File: src/rtl/cache_pkg.sv
package cache_pkg;
    typedef enum logic [2:0] {
        ST_IDLE  = 3'd0,
        ST_WBACK = 3'd1,
        ST_FILL  = 3'd2,
        ST_WTHRU = 3'd3,
        ST_DONE  = 3'd4
    } cstate_e;
endpackage

File: src/rtl/cache_addr_split.sv
module cache_addr_split #(
    parameter int ADDR_W = 7,
    parameter int OFF_W  = 1,
    parameter int IDX_W  = 2,
    localparam int TAG_W = ADDR_W - IDX_W - OFF_W
) (
    input  logic [ADDR_W-1:0] addr,
    output logic [TAG_W-1:0]  tag,
    output logic [IDX_W-1:0]  idx,
    output logic [OFF_W-1:0]  lane
);
    assign tag  = addr[ADDR_W-1 -: TAG_W];
    assign idx  = addr[OFF_W +: IDX_W];
    assign lane = addr[OFF_W-1:0];
endmodule

File: src/rtl/cache_line_store.sv
module cache_line_store #(
    parameter int LINES  = 4,
    parameter int TAG_W  = 4,
    parameter int WORD_W = 16,
    localparam int IDX_W = $clog2(LINES)
) (
    input  logic              clk,
    input  logic              rst_n,
    input  logic [IDX_W-1:0]  rd_idx,
    output logic              rd_valid,
    output logic              rd_dirty,
    output logic [TAG_W-1:0]  rd_tag,
    output logic [WORD_W-1:0] rd_data,
    input  logic              wr_en,
    input  logic [IDX_W-1:0]  wr_idx,
    input  logic [TAG_W-1:0]  wr_tag,
    input  logic [WORD_W-1:0] wr_data,
    input  logic              wr_dirty
);
    logic              valid_q [LINES];
    logic              valid_d [LINES];
    logic              dirty_q [LINES];
    logic              dirty_d [LINES];
    logic [TAG_W-1:0]  tag_q   [LINES];
    logic [TAG_W-1:0]  tag_d   [LINES];
    logic [WORD_W-1:0] data_q  [LINES];
    logic [WORD_W-1:0] data_d  [LINES];

    always_comb begin
        for (int i = 0; i < LINES; i++) begin
            valid_d[i] = valid_q[i];
            dirty_d[i] = dirty_q[i];
            tag_d[i]   = tag_q[i];
            data_d[i]  = data_q[i];
        end
        if (wr_en) begin
            valid_d[wr_idx] = 1'b1;
            dirty_d[wr_idx] = wr_dirty;
            tag_d[wr_idx]   = wr_tag;
            data_d[wr_idx]  = wr_data;
        end
    end

    always_ff @(posedge clk or negedge rst_n) begin
        if (!rst_n) begin
            for (int i = 0; i < LINES; i++) begin
                valid_q[i] <= 1'b0;
                dirty_q[i] <= 1'b0;
                tag_q[i]   <= '0;
                data_q[i]  <= '0;
            end
        end else begin
            for (int i = 0; i < LINES; i++) begin
                valid_q[i] <= valid_d[i];
                dirty_q[i] <= dirty_d[i];
                tag_q[i]   <= tag_d[i];
                data_q[i]  <= data_d[i];
            end
        end
    end

    assign rd_valid = valid_q[rd_idx];
    assign rd_dirty = dirty_q[rd_idx];
    assign rd_tag   = tag_q[rd_idx];
    assign rd_data  = data_q[rd_idx];

    for (genvar g = 0; g < LINES; g++) begin : g_line_chk
        AST_DIRTY_NEEDS_VALID: assert property (@(posedge clk) disable iff (!rst_n)
            dirty_q[g] |-> valid_q[g]);
    end
endmodule

File: src/rtl/dm_word_cache.sv
module dm_word_cache #(
    parameter int ADDR_W     = 7,
    parameter int WORD_BYTES = 2,
    parameter int LINES      = 4,
    parameter bit COPY_BACK  = 1'b1,
    parameter int CNT_W      = 16,
    localparam int WORD_W  = 8 * WORD_BYTES,
    localparam int OFF_W   = $clog2(WORD_BYTES),
    localparam int IDX_W   = $clog2(LINES),
    localparam int TAG_W   = ADDR_W - IDX_W - OFF_W,
    localparam int MADDR_W = ADDR_W - OFF_W
) (
    input  logic               clk,
    input  logic               rst_n,
    input  logic               req_valid,
    input  logic               req_we,
    input  logic [ADDR_W-1:0]  req_addr,
    input  logic [7:0]         req_wdata,
    output logic               req_ready,
    output logic [WORD_W-1:0]  req_rdata,
    output logic               mem_valid,
    output logic               mem_we,
    output logic [MADDR_W-1:0] mem_addr,
    output logic [WORD_W-1:0]  mem_wdata,
    output logic [WORD_BYTES-1:0] mem_be,
    input  logic               mem_ready,
    input  logic [WORD_W-1:0]  mem_rdata,
    output logic [CNT_W-1:0]   hit_count,
    output logic [CNT_W-1:0]   miss_count
);
    import cache_pkg::*;

    typedef struct packed {
        cstate_e               state;
        logic                  ready;
        logic [WORD_W-1:0]     rdata;
        logic                  mvalid;
        logic                  mwe;
        logic [MADDR_W-1:0]    maddr;
        logic [WORD_W-1:0]     mwdata;
        logic [WORD_BYTES-1:0] mbe;
        logic [CNT_W-1:0]      hits;
        logic [CNT_W-1:0]      misses;
    } regs_t;

    regs_t r_q, r_d;

    logic [TAG_W-1:0]  rq_tag;
    logic [IDX_W-1:0]  rq_idx;
    logic [OFF_W-1:0]  rq_lane;
    logic              ln_valid, ln_dirty;
    logic [TAG_W-1:0]  ln_tag;
    logic [WORD_W-1:0] ln_data;
    logic              st_we, st_dirty;
    logic [WORD_W-1:0] st_data;
    logic              lookup_hit;

    cache_addr_split #(.ADDR_W(ADDR_W), .OFF_W(OFF_W), .IDX_W(IDX_W)) u_split (
        .addr(req_addr), .tag(rq_tag), .idx(rq_idx), .lane(rq_lane)
    );

    cache_line_store #(.LINES(LINES), .TAG_W(TAG_W), .WORD_W(WORD_W)) u_store (
        .clk(clk), .rst_n(rst_n),
        .rd_idx(rq_idx), .rd_valid(ln_valid), .rd_dirty(ln_dirty),
        .rd_tag(ln_tag), .rd_data(ln_data),
        .wr_en(st_we), .wr_idx(rq_idx), .wr_tag(rq_tag),
        .wr_data(st_data), .wr_dirty(st_dirty)
    );

    function automatic logic [WORD_W-1:0] merge_lane(input logic [WORD_W-1:0] w,
                                                     input logic [OFF_W-1:0] sel,
                                                     input logic [7:0] b);
        logic [WORD_W-1:0] o;
        o = w;
        for (int l = 0; l < WORD_BYTES; l++)
            if (OFF_W'(l) == sel) o[l*8 +: 8] = b;
        return o;
    endfunction

    assign lookup_hit = ln_valid && (ln_tag == rq_tag);

    always_comb begin
        r_d      = r_q;
        r_d.ready = 1'b0;
        st_we    = 1'b0;
        st_dirty = 1'b0;
        st_data  = ln_data;
        unique case (r_q.state)
            ST_IDLE: if (req_valid) begin
                if (lookup_hit) r_d.hits   = r_q.hits + CNT_W'(1);
                else            r_d.misses = r_q.misses + CNT_W'(1);
                if (req_we && !COPY_BACK) begin
                    if (lookup_hit) begin
                        st_we   = 1'b1;
                        st_data = merge_lane(ln_data, rq_lane, req_wdata);
                    end
                    r_d.mvalid = 1'b1;
                    r_d.mwe    = 1'b1;
                    r_d.maddr  = {rq_tag, rq_idx};
                    r_d.mwdata = {WORD_BYTES{req_wdata}};
                    r_d.mbe    = WORD_BYTES'(1) << rq_lane;
                    r_d.state  = ST_WTHRU;
                end else if (lookup_hit) begin
                    if (req_we) begin
                        st_we    = 1'b1;
                        st_dirty = 1'b1;
                        st_data  = merge_lane(ln_data, rq_lane, req_wdata);
                    end
                    r_d.rdata = ln_data;
                    r_d.ready = 1'b1;
                    r_d.state = ST_DONE;
                end else if (COPY_BACK && ln_valid && ln_dirty) begin
                    r_d.mvalid = 1'b1;
                    r_d.mwe    = 1'b1;
                    r_d.maddr  = {ln_tag, rq_idx};
                    r_d.mwdata = ln_data;
                    r_d.mbe    = '1;
                    r_d.state  = ST_WBACK;
                end else begin
                    r_d.mvalid = 1'b1;
                    r_d.mwe    = 1'b0;
                    r_d.maddr  = {rq_tag, rq_idx};
                    r_d.state  = ST_FILL;
                end
            end
            ST_WBACK: if (mem_ready) begin
                r_d.mvalid = 1'b1;
                r_d.mwe    = 1'b0;
                r_d.maddr  = {rq_tag, rq_idx};
                r_d.state  = ST_FILL;
            end
            ST_FILL: if (mem_ready) begin
                r_d.mvalid = 1'b0;
                st_we      = 1'b1;
                st_dirty   = req_we;
                st_data    = req_we ? merge_lane(mem_rdata, rq_lane, req_wdata) : mem_rdata;
                r_d.rdata  = mem_rdata;
                r_d.ready  = 1'b1;
                r_d.state  = ST_DONE;
            end
            ST_WTHRU: if (mem_ready) begin
                r_d.mvalid = 1'b0;
                r_d.ready  = 1'b1;
                r_d.state  = ST_DONE;
            end
            default: r_d.state = ST_IDLE;
        endcase
    end

    always_ff @(posedge clk or negedge rst_n) begin
        if (!rst_n) r_q <= '0;
        else        r_q <= r_d;
    end

    assign req_ready  = r_q.ready;
    assign req_rdata  = r_q.rdata;
    assign mem_valid  = r_q.mvalid;
    assign mem_we     = r_q.mwe;
    assign mem_addr   = r_q.maddr;
    assign mem_wdata  = r_q.mwdata;
    assign mem_be     = r_q.mbe;
    assign hit_count  = r_q.hits;
    assign miss_count = r_q.misses;

    AST_READY_ONE_CYCLE: assert property (@(posedge clk) disable iff (!rst_n)
        req_ready |=> !req_ready);
    AST_MEM_HOLD: assert property (@(posedge clk) disable iff (!rst_n)
        mem_valid && !mem_ready |=> mem_valid && $stable(mem_addr) && $stable(mem_we));
    AST_HIT_NO_MEM: assert property (@(posedge clk) disable iff (!rst_n)
        r_q.state == ST_IDLE && req_valid && !req_we && lookup_hit |=> !mem_valid);
    AST_ONE_COUNTER: assert property (@(posedge clk) disable iff (!rst_n)
        !$stable(hit_count) |-> $stable(miss_count));
    AST_FILL_AFTER_WB: assert property (@(posedge clk) disable iff (!rst_n)
        r_q.state == ST_WBACK && mem_ready |=> mem_valid && !mem_we);

    if (COPY_BACK) begin : g_cb_chk
        AST_WB_FULL_WORD: assert property (@(posedge clk) disable iff (!rst_n)
            mem_valid && mem_we |-> &mem_be);
    end else begin : g_wt_chk
        AST_WT_SINGLE_LANE: assert property (@(posedge clk) disable iff (!rst_n)
            mem_valid && mem_we |-> $countones(mem_be) == 1);
    end
endmodule

File: config.mk
export PLATFORM = sky130hd
export DESIGN_NAME = dm_word_cache
export DESIGN_NICKNAME = d
export VERILOG_FILES = /design/src/rtl/cache_pkg.sv /design/src/rtl/cache_addr_split.sv /design/src/rtl/cache_line_store.sv /design/src/rtl/dm_word_cache.sv
export SDC_FILE = /design/constraint.sdc
export NUM_CORES = 1
export LEC_CHECK = 0
export BUFFER_PORTS_ARGS = -buffer_cell sky130_fd_sc_hd__buf_2
export CAP_MARGIN = 10
export CELL_PAD_IN_SITES_DETAIL_PLACEMENT = 0
export CELL_PAD_IN_SITES_GLOBAL_PLACEMENT = 1
export CORE_ASPECT_RATIO = 0.9
export CORE_MARGIN = 5
export CORE_UTILIZATION = 35
export CTS_CLUSTER_SIZE = 20
export DETAILED_ROUTE_END_ITERATION = 12
export GPL_ROUTABILITY_DRIVEN = 1
export HOLD_SLACK_MARGIN = 0.05
export PLACE_DENSITY_LB_ADDON = 0.3
export SYNTH_ARGS = -nofsm -noshare
export SYNTH_HDL_FRONTEND = slang
export SYNTH_SLANG_ARGS = --single-unit
export TNS_END_PERCENT = 20
File: constraint.sdc
create_clock -name clk -period 2.5 [get_ports clk]
set_clock_uncertainty 0.05 [all_clocks]
set_input_delay 0.375 -clock clk [delete_from_list [all_inputs] [get_ports clk]]
set_output_delay 0.375 -clock clk [all_outputs]
set_load 0.03 [all_outputs]
# After elaboration in Yosys (flattened, before gate mapping)

Cells that the tools add are included.
W data, S select, Z words.

Flip-flop bits (word level): 165
Latch bits: 0
Bits in writable memories: 0
Bits in read-only memories: 0
Input port bits: 36
Output and inout bits: 75
Word-level logic and storage cells: 114
Memories: 0

Add/sub/neg operators: 2
Multipliers: 0
Divide/modulo/power cells: 0
Magnitude comparators: 2
Equal/unequal tests: 10
Shift operators: 0
Multiplexer cells: 57
Bitwise operators: 3
Reduce and logical (&&, ||, !) cells: 14

Operator list:

| cell                    | count |
|---|---|
| $mux W16                | 10 |
| $mux W78                | 1 |
| $bwmux W64              | 1 |
| $pmux W16 S2            | 2 |
| $mux W8                 | 5 |
| $add A16 B1 Y16 const B | 2 |
| $bmux W16 S2            | 1 |
| $demux W16 S2           | 1 |
| $mux W26                | 1 |
| $mux W21                | 1 |
| $mux W18                | 1 |
| $mux W17                | 1 |
| $bwmux W16              | 1 |
| $mux W4                 | 4 |
| $reduce_and A4 Y1       | 4 |
| $pmux W7 S2             | 1 |
| $ne A2 B2 Y1 const B    | 6 |
| $pmux W3 S4             | 1 |
| $mux W1                 | 11 |
| $bmux W4 S2             | 1 |
| $demux W4 S2            | 1 |
| $mux W7                 | 1 |
| $eq A3 B2 Y1 const B    | 2 |
| $mux W3                 | 2 |
| other kinds (20)        | 26 |

# Depth between registers and ports, before layout

Gate-level depths: netlist of run 1.

Depth in word-level cells: 10
Mapped depth: 9
Gate-level depth less buffers: 6

# Hierarchy

A second synthesis of run 1 with hierarchy kept.

Cell total of the unflattened synthesis: 647
Area, all modules: 8299.2 µm²

By module, submodules not included:

| module           | times used | cells each | area each (µm²) | sequential area each (µm²) |
|---|---|---|---|---|
| dm_word_cache    | 1          | 426        | 4476.8          | 1926.8 |
| cache_line_store | 1          | 214        | 3769.9          | 2202.1 |
| cache_addr_split | 1          | 7          | 52.6            | 0.0 |

# Worst setup path after synthesis of run 1

Ideal clock, no wire load.

Path kind: input port to flip-flop
Start point: in req_addr[1]
End point: reg u_store.data_q[32] (netlist bit)
Setup time: 125 ps
Data arrival time: 2428 ps
Data required time: 2325 ps
Setup slack: -103 ps
Stages on the path: 9
Path buffers: 3
Cell sequence: buf_6 > mux4_2 > xnor2_4 > and2_1 > buf_6 > a31o_1 > nand2_1 > buf_2 > mux2_2

Longest elaborated chain between the ends: 10
Elaborated cells between the ends (all ways): 27

Ends and longest elaborated chain:

| element                                                                        | line                                           | text |
|---|---|---|
| start: declaration                                                             | dm_word_cache.sv:17                            | `input logic [ADDR_W-1:0] req_addr,` |
| $not A2 Y3 (implied by the code) (*)                                           | --                                             |  |
| $bmux W4 S2 / $bmux W16 S2 (equally long branches)                             | cache_line_store.sv:64, cache_line_store.sv:65 |  |
| $mux W4 (implied by the code) / $mux W16 (equally long branches) (2 in series) | cache_line_store.sv:64, cache_line_store.sv:65 |  |
| $eq A4 B4 Y1 / $mux W8 (equally long branches)                                 | dm_word_cache.sv:80, dm_word_cache.sv:76       |  |
| $logic_and A1 B1 Y1 / $mux W16 (equally long branches)                         | dm_word_cache.sv:80, dm_word_cache.sv:104      |  |
| $mux W16                                                                       | dm_word_cache.sv:103                           | `end else if (lookup_hit) begin` |
| $mux W16                                                                       | dm_word_cache.sv:89                            | `ST_IDLE: if (req_valid) begin` |
| $pmux W16 S2                                                                   | dm_word_cache.sv:88                            | `unique case (r_q.state)` |
| $bwmux W64                                                                     | cache_line_store.sv:40                         | `data_d[wr_idx] = wr_data;` |
| end signal: indexed assignment                                                 | cache_line_store.sv:57                         | `data_q[i] <= data_d[i];` |
| end: declaration                                                               | cache_line_store.sv:26                         | `logic [WORD_W-1:0] data_q [LINES];` |

Mark *: on every way between the ends. The rest lies on a longest branch, timed or not. The select of a mux whose other input is x is not followed.
A chain may end at the register's enable or synchronous reset.

# Worst setup path in the final report of run 1

Start point: reg u_store.tag_q[3] (netlist bit)
End point: reg u_store.data_q[29] (netlist bit)

Longest elaborated chain between the ends: 9
Elaborated cells between the ends (all ways): 12

Ends and longest elaborated chain:

| element                                         | line                   | text |
|---|---|---|
| start: declaration                              | cache_line_store.sv:24 | `logic [TAG_W-1:0] tag_q [LINES];` |
| start signal: indexed assignment                | cache_line_store.sv:56 | `tag_q[i] <= tag_d[i];` |
| $bmux W4 S2 (*)                                 | cache_line_store.sv:64 | `assign rd_tag = tag_q[rd_idx];` |
| $mux W4 (implied by the code) (*) (2 in series) | cache_line_store.sv:64 |  |
| $eq A4 B4 Y1 (*)                                | dm_word_cache.sv:80    | `assign lookup_hit = ln_valid && (ln_tag == rq_tag);` |
| $logic_and A1 B1 Y1 (*)                         | dm_word_cache.sv:80    |  |
| $mux W16                                        | dm_word_cache.sv:103   |  |
| $mux W16                                        | dm_word_cache.sv:89    |  |
| $pmux W16 S2                                    | dm_word_cache.sv:88    |  |
| $bwmux W64                                      | cache_line_store.sv:40 |  |

Marked as above.

==> results.json, run 1 <==
{
  "rsz0062_at_grt": "true",
  "tightest_slew_ns": 0.593,
  "synth_cells": 735,
  "clk_latency_ns": 0.42,
  "r2r_cells": 7,
  "hold_path.class": "input pin to register",
  "synth_edf_count": 0,
  "start_util_pct": 35.6,
  "die_w_um": 176,
  "max_cap_violations": 0,
  "first_pass_iters": 5,
  "path_class": "register to register",
  "numCtsBuffers": 17,
  "io_pins": 111,
  "ys_ff_latch": 165,
  "regArea_mm2": 0.00413,
  "clk_pin_slew_ns": 0.07,
  "grt_start_max_net_pins": 63,
  "synthFlopType": "dfrtp_1",
  "r2r_slack_ns": 0.02,
  "row_count": 54,
  "place_congestion": 0.873,
  "nNetsFinal": 879,
  "antenna_found_initial": 2,
  "drv_slew": 0,
  "p_leak_nw": 4.93,
  "async_flop_share_pct": 100,
  "postRouteAntennaNets": 0,
  "final_cells": 1161,
  "hold_viol": 0,
  "setup_violations": 0,
  "post-route-util_pct": 43.4,
  "dr_total_vias": 6221,
  "clock_path_buffers": 2,
  "drive_gt1_share_pct": 43.4,
  "io_buffers": 110,
  "drt-wirelength-per-cell_um": 19.9,
  "coreArea_mm2": 0.0243,
  "cp-startpoint": "u_store.tag_q[3]",
  "synth_area_mm2": 0.00864,
  "cts_tree": "yes",
  "multiInputGateArea_mm2": 0.00396,
  "via_per_inst": 5.36,
  "syn_nets": 773,
  "worstHoldPathCells": 3,
  "yosys.cell_types.count": 54,
  "grt_overflow": 0,
  "dp.cells": 1117,
  "cp_max_fo": 7,
  "clock_sinks": 165,
  "die_h_um": 159,
  "crit_end": "u_store.data_q[29]",
  "cp.required_ns": 2.75,
  "ys_seq_area_share_pct": 47.8,
  "grt_pass1_wl_mm": 36.4,
  "arrival_ns": 2.74,
  "status": "completed",
  "dp_hpwl_mm": 17.0,
  "startpoint_type": "register",
  "finalCriticalPeriod_ns": 2.48,
  "first_global_vias": 6499,
  "wirelength_mm": 23.2,
  "dieArea_mm2": 0.0279,
  "grt_usage_pct": 16.3,
  "drc": 0,
  "slew_headroom_pct": 60.5,
  "cts_max_level": 4,
  "r2r_start": "u_store.tag_q[3]",
  "diodes": 0,
  "fmax_mhz": 403,
  "area_delta_synth_final_pct": 21.7,
  "end_kind": "register",
  "powerDensity_mw_per_mm2": 1130,
  "finalCritPeriodShare_pct": 99.3,
  "syn-mean-instance-area_um2": 11.8,
  "r2r-end": "u_store.data_q[29]",
  "yosysWarnings": 0,
  "drtIter0Drc": 452,
  "cts-root-buf": "clkbuf_16",
  "fillers": 2243,
  "ir_worst_vdd_mv": 0.512
}
cells in the mapped netlist (2+ instances only):
cell	number	area, um2
nor2_1	19	71.3
nand3_2	2	20.0
inv_1	11	41.3
a221oi_1	5	43.8
xnor2_2	3	48.8
mux2i_1	7	70.1
clkbuf_1	19	71.3
and4_1	2	17.5
nand2b_1	5	31.3
and2_1	3	18.8
o211ai_1	16	120
buf_1	3	11.3
or2_2	4	25.0
xor2_1	16	140
xnor2_1	14	123
buf_6	3	33.8
mux2_2	73	822
buf_4	76	571
mux2_1	27	304
ha_1	2	25.0
nand3_1	7	35.0
buf_2	12	60.1
a31o_2	2	17.5
a22oi_1	23	173
dfrtp_1	165	4130
o21ai_1	3	15.0
nand4_1	12	75.1
nand2_1	68	255
nor4_2	6	75.1
and3_1	6	37.5
a21boi_0	8	60.1
and2b_1	2	15.0
nor3_1	6	30.0
mux4_2	22	495
nand3b_1	2	15.0
a31oi_1	7	43.8
o221ai_1	9	78.8
o22ai_1	7	43.8
o21ai_0	37	185
a21oi_1	7	35.0
worst min-delay path by stage:
stage             startpoint  slack [ns]           endpoint
2_1_floorplan          rst_n        0.03       hit_count[0]
3_3_place_gp           rst_n        0.33  u_store.data_q[9]
3_5_place_dp           rst_n        0.35       mem_wdata[0]
4_1_cts        mem_rdata[15]        0.22      req_rdata[15]
5_1_grt        mem_rdata[15]        0.25      req_rdata[15]
6_report       mem_rdata[15]        0.23      req_rdata[15]
report_power, final:
part | switching, mW | internal (mW) | leakage [nW]
sequential | 0.579 | 3.62 | 2.17
clock | 1.11 | 1.51 | 0.273
combinational | 2.71 | 2.36 | 2.49
cells in the final DEF, fill, tap and decap left out, types with 7 or more instances in the layout:
master	synthesis	routed
dfrtp_1	165	165
buf_2	12	109
buf_4	76	74
nand2_1	68	67
mux2_2	73	43
mux2_4	0	37
o21ai_0	37	34
a22oi_1	23	23
mux4_2	22	22
mux2_1	27	20
nor2_1	19	19
clkbuf_16	0	19
xor2_1	16	16
o211ai_1	16	16
xnor2_1	14	14
nand4_1	12	12
inv_1	11	11
buf_12	0	11
a21boi_0	8	8
o221ai_2	0	8
a21oi_1	7	7
nand3_1	7	7
a31oi_1	7	7
mux2i_1	7	7
o22ai_1	7	7
critical path: stages (launching register included):
cell and delay, ns:
dfrtp_1 0.38, mux4_2 0.56, xnor2_4 0.21, nand2_2 0.12, o31ai_4 0.25, and2b_2 0.29, clkbuf_16 0.20, mux2_4 0.30
repair_timing:
item | CTS | global route
hold buffers | 1 | 0
pin swaps | 2 | 16
endpoints found under the hold margin | 57 | 0
resized for setup | 2 | 55
setup endpoints to repair | 8 | 91
setup buffers | 0 | 10
gates cloned | 0 | 2
state kept, by name (all words and copies together), names as in the netlist, 3 cells and up:
name,flops
miss_count,16
mem_wdata,16
u_store.data_q,64
mem_addr,6
req_rdata,16
u_store.valid_q,4
hit_count,16
u_store.dirty_q,4
u_store.tag_q,16
r_q,3
routing by layer:
metal / vias to the layer above / global-route usage, % / routed length (um)
met1: 3175 / 22.0 / 10700
li1: 2804 / - / -
met5: - / 0 / 25
met3: 43 / 3.47 / 1090
met2: 195 / 26.7 / 10900
met4: 4 / 4.78 / 507
through the flow:
step	power [mW]	hold slack (ns)	setup TNS [ns]	instance area (um2)	worst slack, ns
floorplan	7.50	0.0294	-2.21	8680	-0.0629
global placement	8.67	0.334	-17.60	9570	-0.204
detailed placement	8.86	0.346	-24.55	9570	-0.295
CTS	11.5	0.220	-0.00672	10200	-0.00553
global route	12.6	0.247	-2.72	10500	-0.0751
finish	11.9	0.229	0	10500	0.0163
logic make-up (layout without fill, tap and decap cells):
logic type	count (synthesis)	in the layout	share of synthesized area [%]
DFF	165	165	47.8
and+or+nand+nor	152	152	9.22
AOI/OAI and AO/OA	129	129	10.1
muxes	129	129	19.6
buffers and inverters	124	242	9.12
xor gates and xnor gates	34	34	3.92
adders and majority gates	2	2	0.290
layout make-up:
type,count,area share [%]
multi-input combinational,446,37.6
inverter,11,0.393
tap,308,3.66
sequential,165,39.3
clock buffer,18,4.18
clock inverter,13,1.42
timing repair buffer,200,13.5
Power figures use the tool's default switching activity.
==> run 2: changes to the inputs <==
Settings changed: ABC_AREA set to 1.
==> run 2 against run 1 <==
Compared with the run above: critical path depth rose by 5; power fell by 1.9%; utilization fell by 2.4 points; sequential share of layout area fell by 1.8 points; clock power rose by 4%; synthesized cell count rose by 76%; register-to-register slack improved by 0.23 ns; die area rose by 9.7%; critical endpoint is now u_store.data_q[58].
==> results.json, run 2 <==
{
  "status": "completed",
  "drive_gt1_share_pct": 18.0,
  "yosys.cell_types.count": 40,
  "dr_total_vias": 8312,
  "area_delta_synth_final_pct": 15.6,
  "startpoint_type": "register",
  "grt_usage_pct": 18.3,
  "first_pass_iters": 5,
  "r2r-end": "u_store.data_q[58]",
  "antenna_found_initial": 0,
  "ir_worst_vdd_mv": 0.473,
  "end_kind": "register",
  "path_cells": "nand2_1 -> nand2_1 -> nand2_1 -> nand2_1 -> a21oi_2 -> nand3_1 -> nor2_4 -> nand4_4 -> nand2_4 -> nand2_2 -> nand2_1 -> nand2_1",
  "io_pins": 111,
  "hold_end": "r_q[75]",
  "synth_cells": 1291,
  "hold_path.class": "input pin to register",
  "place_congestion": 0.820,
  "finalCritPeriodShare_pct": 90.1,
  "syn_nets": 1329,
  "post_cts_buffers": 0,
  "layout_common_cells": "nand2_1, dfrtp_1, nand3_1",
  "final_cells": 1740,
  "r2r_slack_ns": 0.25,
  "cts_tree": "yes",
  "clk_pin_slew_ns": 0.07,
  "wirelength_mm": 27.3,
  "drt-wirelength-per-cell_um": 15.7,
  "hold_slack_ns": 0.125,
  "dp.cells": 1707,
  "largest_register_ffs": 64,
  "design_area_mm2": 0.0110,
  "fmax_mhz": 444,
  "synthFlopType": "dfrtp_1",
  "synthTopCellsByCount": "nand2_1, dfrtp_1, nand3_1",
  "grt_start_max_net_pins": 55,
  "worst_path_largest_cell_delay_ns": 0.39,
  "die_w_um": 184,
  "powerDensity_mw_per_mm2": 1060,
  "path_class": "register to register",
  "clock_path_buffers": 2,
  "nNetsFinal": 1411,
  "numCtsBuffers": 17,
  "ys_ff_latch": 165,
  "yosysWarnings": 0,
  "r2r_start": "u_store.tag_q[3]",
  "synth_area_mm2": 0.00953,
  "hold_viol": 0,
  "power_mw": 11.7,
  "first_global_vias": 7981,
  "cp_max_fo": 22,
  "finalCriticalPeriod_ns": 2.25,
  "clk_latency_ns": 0.43,
  "synth_top_cell_by_area": "dfrtp_1",
  "yosysMostFrequentCell": "nand2_1",
  "setup_ws_ns": 0.247,
  "io_buffers": 110,
  "drv_slew": 0,
  "synth_top_area_share_pct": 43.3,
  "max_cap_violations": 0,
  "drtIter0Drc": 799,
  "cts_max_level": 4,
  "yosys-top-cells-area": "dfrtp_1, nand2_1, buf_4",
  "postRouteAntennaNets": 0,
  "r2r_cells": 12,
  "via_per_inst": 4.78,
  "grt_pass1_wl_mm": 45.4,
  "diodes": 0,
  "arrival_ns": 2.52,
  "ys_seq_area_share_pct": 43.3,
  "grt_overflow": 0,
  "dp_hpwl_mm": 20.0,
  "drc": 0,
  "final_common_cell": "nand2_1",
  "cp.required_ns": 2.76,
  "worstHoldPathCells": 2,
  "synth_edf_count": 0,
  "tightest_slew_ns": 0.554,
  "place_area_mm2": 0.0104,
  "critPathMostFrequentCell": "nand2_1",
  "dieArea_mm2": 0.0306,
  "largest-register": "u_store.data_q",
  "rsz0062_at_grt": "false",
  "hp-start": "mem_ready",
  "tns_ns": 0,
  "coreArea_mm2": 0.0269,
  "setup_violations": 0,
  "syn-mean-instance-area_um2": 7.38,
  "async_flop_share_pct": 100,
  "dpl_worst_slack_ns": 0.00208,
  "cp_slowest_cell": "dfrtp_1",
  "die_h_um": 167,
  "cts-root-buf": "clkbuf_16",
  "row_count": 57,
  "clock_sinks": 165,
  "post-route-util_pct": 41.0,
  "slew_headroom_pct": 62.9,
  "start_util_pct": 35.4,
  "ctsResizeCount": 0,
  "p_leak_nw": 5.86
}
run 2: cell types whose count changed after synthesis, moves of 9 or more:
cell,change
nand2_1,+459
nand3_1,+104
nor2_1,+88
mux2_2,-73
inv_1,+49
mux2_1,-27
a22oi_1,-23
mux4_2,-22
o21ai_0,+16
o211ai_1,-15
a31oi_1,+10
o22ai_1,+10
nand4_1,+9
o221ai_1,-9
run 2: what timing repair did:
item                                    CTS  global route
endpoints found under the setup margin    0             0
hold buffers                              1             0
endpoints found under the hold margin    41             0
run 2: cell type report:
type                            count  area [um2]
Tap cell                          354         443
Clock buffer                       17         425
Clock inverter                     15         185
Multi-Input combinational cell    936        4290
Inverter                           67         254
Timing Repair Buffer              186        1290
Sequential cell                   165        4130
Fill cell                        2780       15900
run 2: where the power goes:
group          internal (mW)  switching, mW
clock network           1.44           1.28
logic                   1.57           3.18
registers               3.61          0.575
total                   6.62           5.04
run 2: cell families after synthesis:
group,count (synthesis),share of synthesized area (%)
flops,165,43.3
compound gates,109,7.09
fa+ha+maj,2,0.263
xor+xnor,28,2.57
simple gates,797,35.0
buf+inv,190,11.7
run 2: metal layers:
| layer | GRT usage (%) | wire length, um | vias to the layer above |
|---|---|---|---|
| met4 | 3.63 | 237 | 0 |
| met2 | 25.5 | 11200 | 199 |
| met3 | 2.79 | 1310 | 16 |
| met1 | 29.7 | 14600 | 3868 |
| met5 | 0 | 0 | - |
| li1 | - | - | 4229 |
run 2: worst max-delay path by stage:
stage | cells past startpoint | slack (ns) | startpoint | endpoint
CTS | 12 | 0.26 | u_store.tag_q[3] | u_store.data_q[58]
floorplan | 14 | 0.37 | req_addr[2] | u_store.data_q[49]
finish | 12 | 0.25 | u_store.tag_q[3] | u_store.data_q[58]
global placement | 14 | 0.04 | req_addr[1] | u_store.data_q[58]
detailed placement | 15 | 0.002 | req_addr[2] | mem_wdata[1]
global route | 13 | 0.04 | u_store.tag_q[2] | u_store.data_q[58]
run 2: critical path, delay by kind of cell, from the launching register on:
family | cells | cell delay [ns]
DFF | 1 | 0.39
and+or+nand+nor | 11 | 1.53
AOI/OAI and AO/OA | 1 | 0.14
==> run 3: changes to the inputs <==
Settings changed: CTS_BUF_LIST set to sky130_fd_sc_hd__clkbuf_4.
==> run 3 against run 2 <==
Compared with the run above: flip-flop and latch count did not move; cell count is 0.46% higher; hold slack worse by 0.022 ns; highest routed layer unchanged.
==> results.json, run 3 (synthesis gave the netlist of run 2 again) <==
{
  "finalCriticalPeriod_ns": 2.25,
  "power_frac_comb_pct": 44.7,
  "cts-root-buf": "clkbuf_4",
  "power.internal_mw": 5.73,
  "fmax_mhz": 444,
  "cp.required_ns": 2.94,
  "coreArea_mm2": 0.0269,
  "hold_path.class": "input pin to register",
  "end_kind": "register",
  "grt_usage_pct": 18.3,
  "die_h_um": 167,
  "clk_pin_slew_ns": 0.19,
  "p_clk_share_pct": 16.2,
  "p_sw_mw": 4.92,
  "finalCritPeriodShare_pct": 90.2,
  "io_buffers": 110,
  "cp-startpoint": "u_store.tag_q[3]",
  "path_class": "register to register",
  "rsz0062_at_grt": "false",
  "dr_total_vias": 8332,
  "setup_ws_ns": 0.246,
  "startpoint_type": "register",
  "dieArea_mm2": 0.0306,
  "power_mw": 10.7,
  "first_pass_iters": 8,
  "clock_sinks": 165,
  "place_congestion": 0.820,
  "via_per_inst": 4.77,
  "grt_pass1_wl_mm": 45.4,
  "tightest_slew_ns": 0.547,
  "dpl_worst_slack_ns": 0.00208,
  "hp-start": "mem_rdata[1]",
  "clk_latency_ns": 0.61,
  "grt_start_max_net_pins": 55,
  "nNetsFinal": 1418,
  "wirelength_mm": 27.4,
  "powerDensity_mw_per_mm2": 988,
  "drv_slew": 0,
  "row_count": 57,
  "dp_hpwl_mm": 20.0,
  "numCtsBuffers": 17,
  "cts_tree": "yes",
  "setup_violations": 0,
  "status": "completed",
  "power_switching_share_pct": 46.2,
  "hold_viol": 0,
  "ctsResizeCount": 0,
  "postRouteAntennaNets": 0,
  "drc": 0,
  "clock_path_buffers": 2,
  "slew_headroom_pct": 63.4,
  "largest-register": "u_store.data_q",
  "seqPwrFrac_pct": 39.1,
  "cts_max_level": 4,
  "io_pins": 111,
  "r2r_start": "u_store.tag_q[3]",
  "p_leak_nw": 5.75,
  "area_delta_synth_final_pct": 13.2,
  "drt-wirelength-per-cell_um": 15.7,
  "tns_ns": 0,
  "max_cap_violations": 0,
  "drive_gt1_share_pct": 17.9,
  "layout_common_cells": "nand2_1, dfrtp_1, nand3_1",
  "arrival_ns": 2.69,
  "final_common_cell": "nand2_1",
  "post-route-util_pct": 40.1,
  "drtIter0Drc": 715,
  "ir_worst_vdd_mv": 0.305,
  "die_w_um": 184,
  "start_util_pct": 35.4,
  "cp_max_fo": 22,
  "antenna_found_initial": 1,
  "largest_register_ffs": 64,
  "first_global_vias": 7987,
  "grt_overflow": 0
}
[run 3: changes by cell type in the layout (fill, tap and decap cells not counted), sizes merged]
cell         delta
dlygate4sd3     +7
diode           +1
[run 3: critical path: stages, from the launching register on]
cell and delay (ns):
dfrtp_1 0.42, nand2_1 0.08, nand2_1 0.07, nand2_1 0.08
nand2_1 0.11, a21oi_2 0.14, nand3_1 0.11, nor2_4 0.17
nand4_4 0.13, nand2_4 0.18, nand2_2 0.36, nand2_1 0.17
nand2_1 0.06
[run 3: final timing paths]
| kind | endpoint | cells past startpoint | slack (ns) |
|---|---|---|---|
| worst min-delay path | req_rdata[1] | 5 | 0.10 |
| worst min register to register | req_rdata[4] | 2 | 0.44 |
| max in group asynchronous | u_store.data_q[51] | 3 | 1.51 |
| min in group asynchronous | u_store.tag_q[12] | 2 | 0.20 |
| worst max-delay path | u_store.data_q[55] | 12 | 0.25 |
| worst max register to register | u_store.data_q[55] | 12 | 0.25 |
[run 3: final cells by class]
type | count | area [um2]
Timing Repair Buffer | 193 | 1360
Antenna cell | 1 | 2.50
Multi-Input combinational cell | 936 | 4290
Inverter | 67 | 254
Clock inverter | 15 | 185
Fill cell | 2821 | 16100
Tap cell | 354 | 443
Clock buffer | 17 | 128
Sequential cell | 165 | 4130
[run 3: repair_timing]
item	CTS	global route
endpoints found under the hold margin	58	1
hold buffers	7	1
buffers inserted	0	0
[run 3: per-layer routing]
metal / track usage [%] / share of wire [%]
met5: 0 / 0
met4: 3.92 / 0.96
met3: 2.66 / 5.1
met2: 25.7 / 41
met1: 29.6 / 53
[run 3: per-stage QoR]
stage,std cells,cell area [um2],hold WS [ns]
6_report,1748,10800,0.103
4_1_cts,1746,10800,0.0563
3_5_place_dp,1707,10400,0.296
2_1_floorplan,1291,9530,0.0294
5_1_grt,1748,10800,0.0764
3_3_place_gp,1707,10400,0.292
[run 3: power groups by stage]
stage / Combinational [mW] / Clock, mW / Sequential [mW]
2_1_floorplan: 3.48 / 0 / 4.09
3_3_place_gp: 4.72 / 0 / 4.21
3_5_place_dp: 4.75 / 0 / 4.22
4_1_cts: 4.77 / 1.80 / 4.17
5_1_grt: 5.36 / 1.93 / 4.30
6_report: 4.77 / 1.72 / 4.16
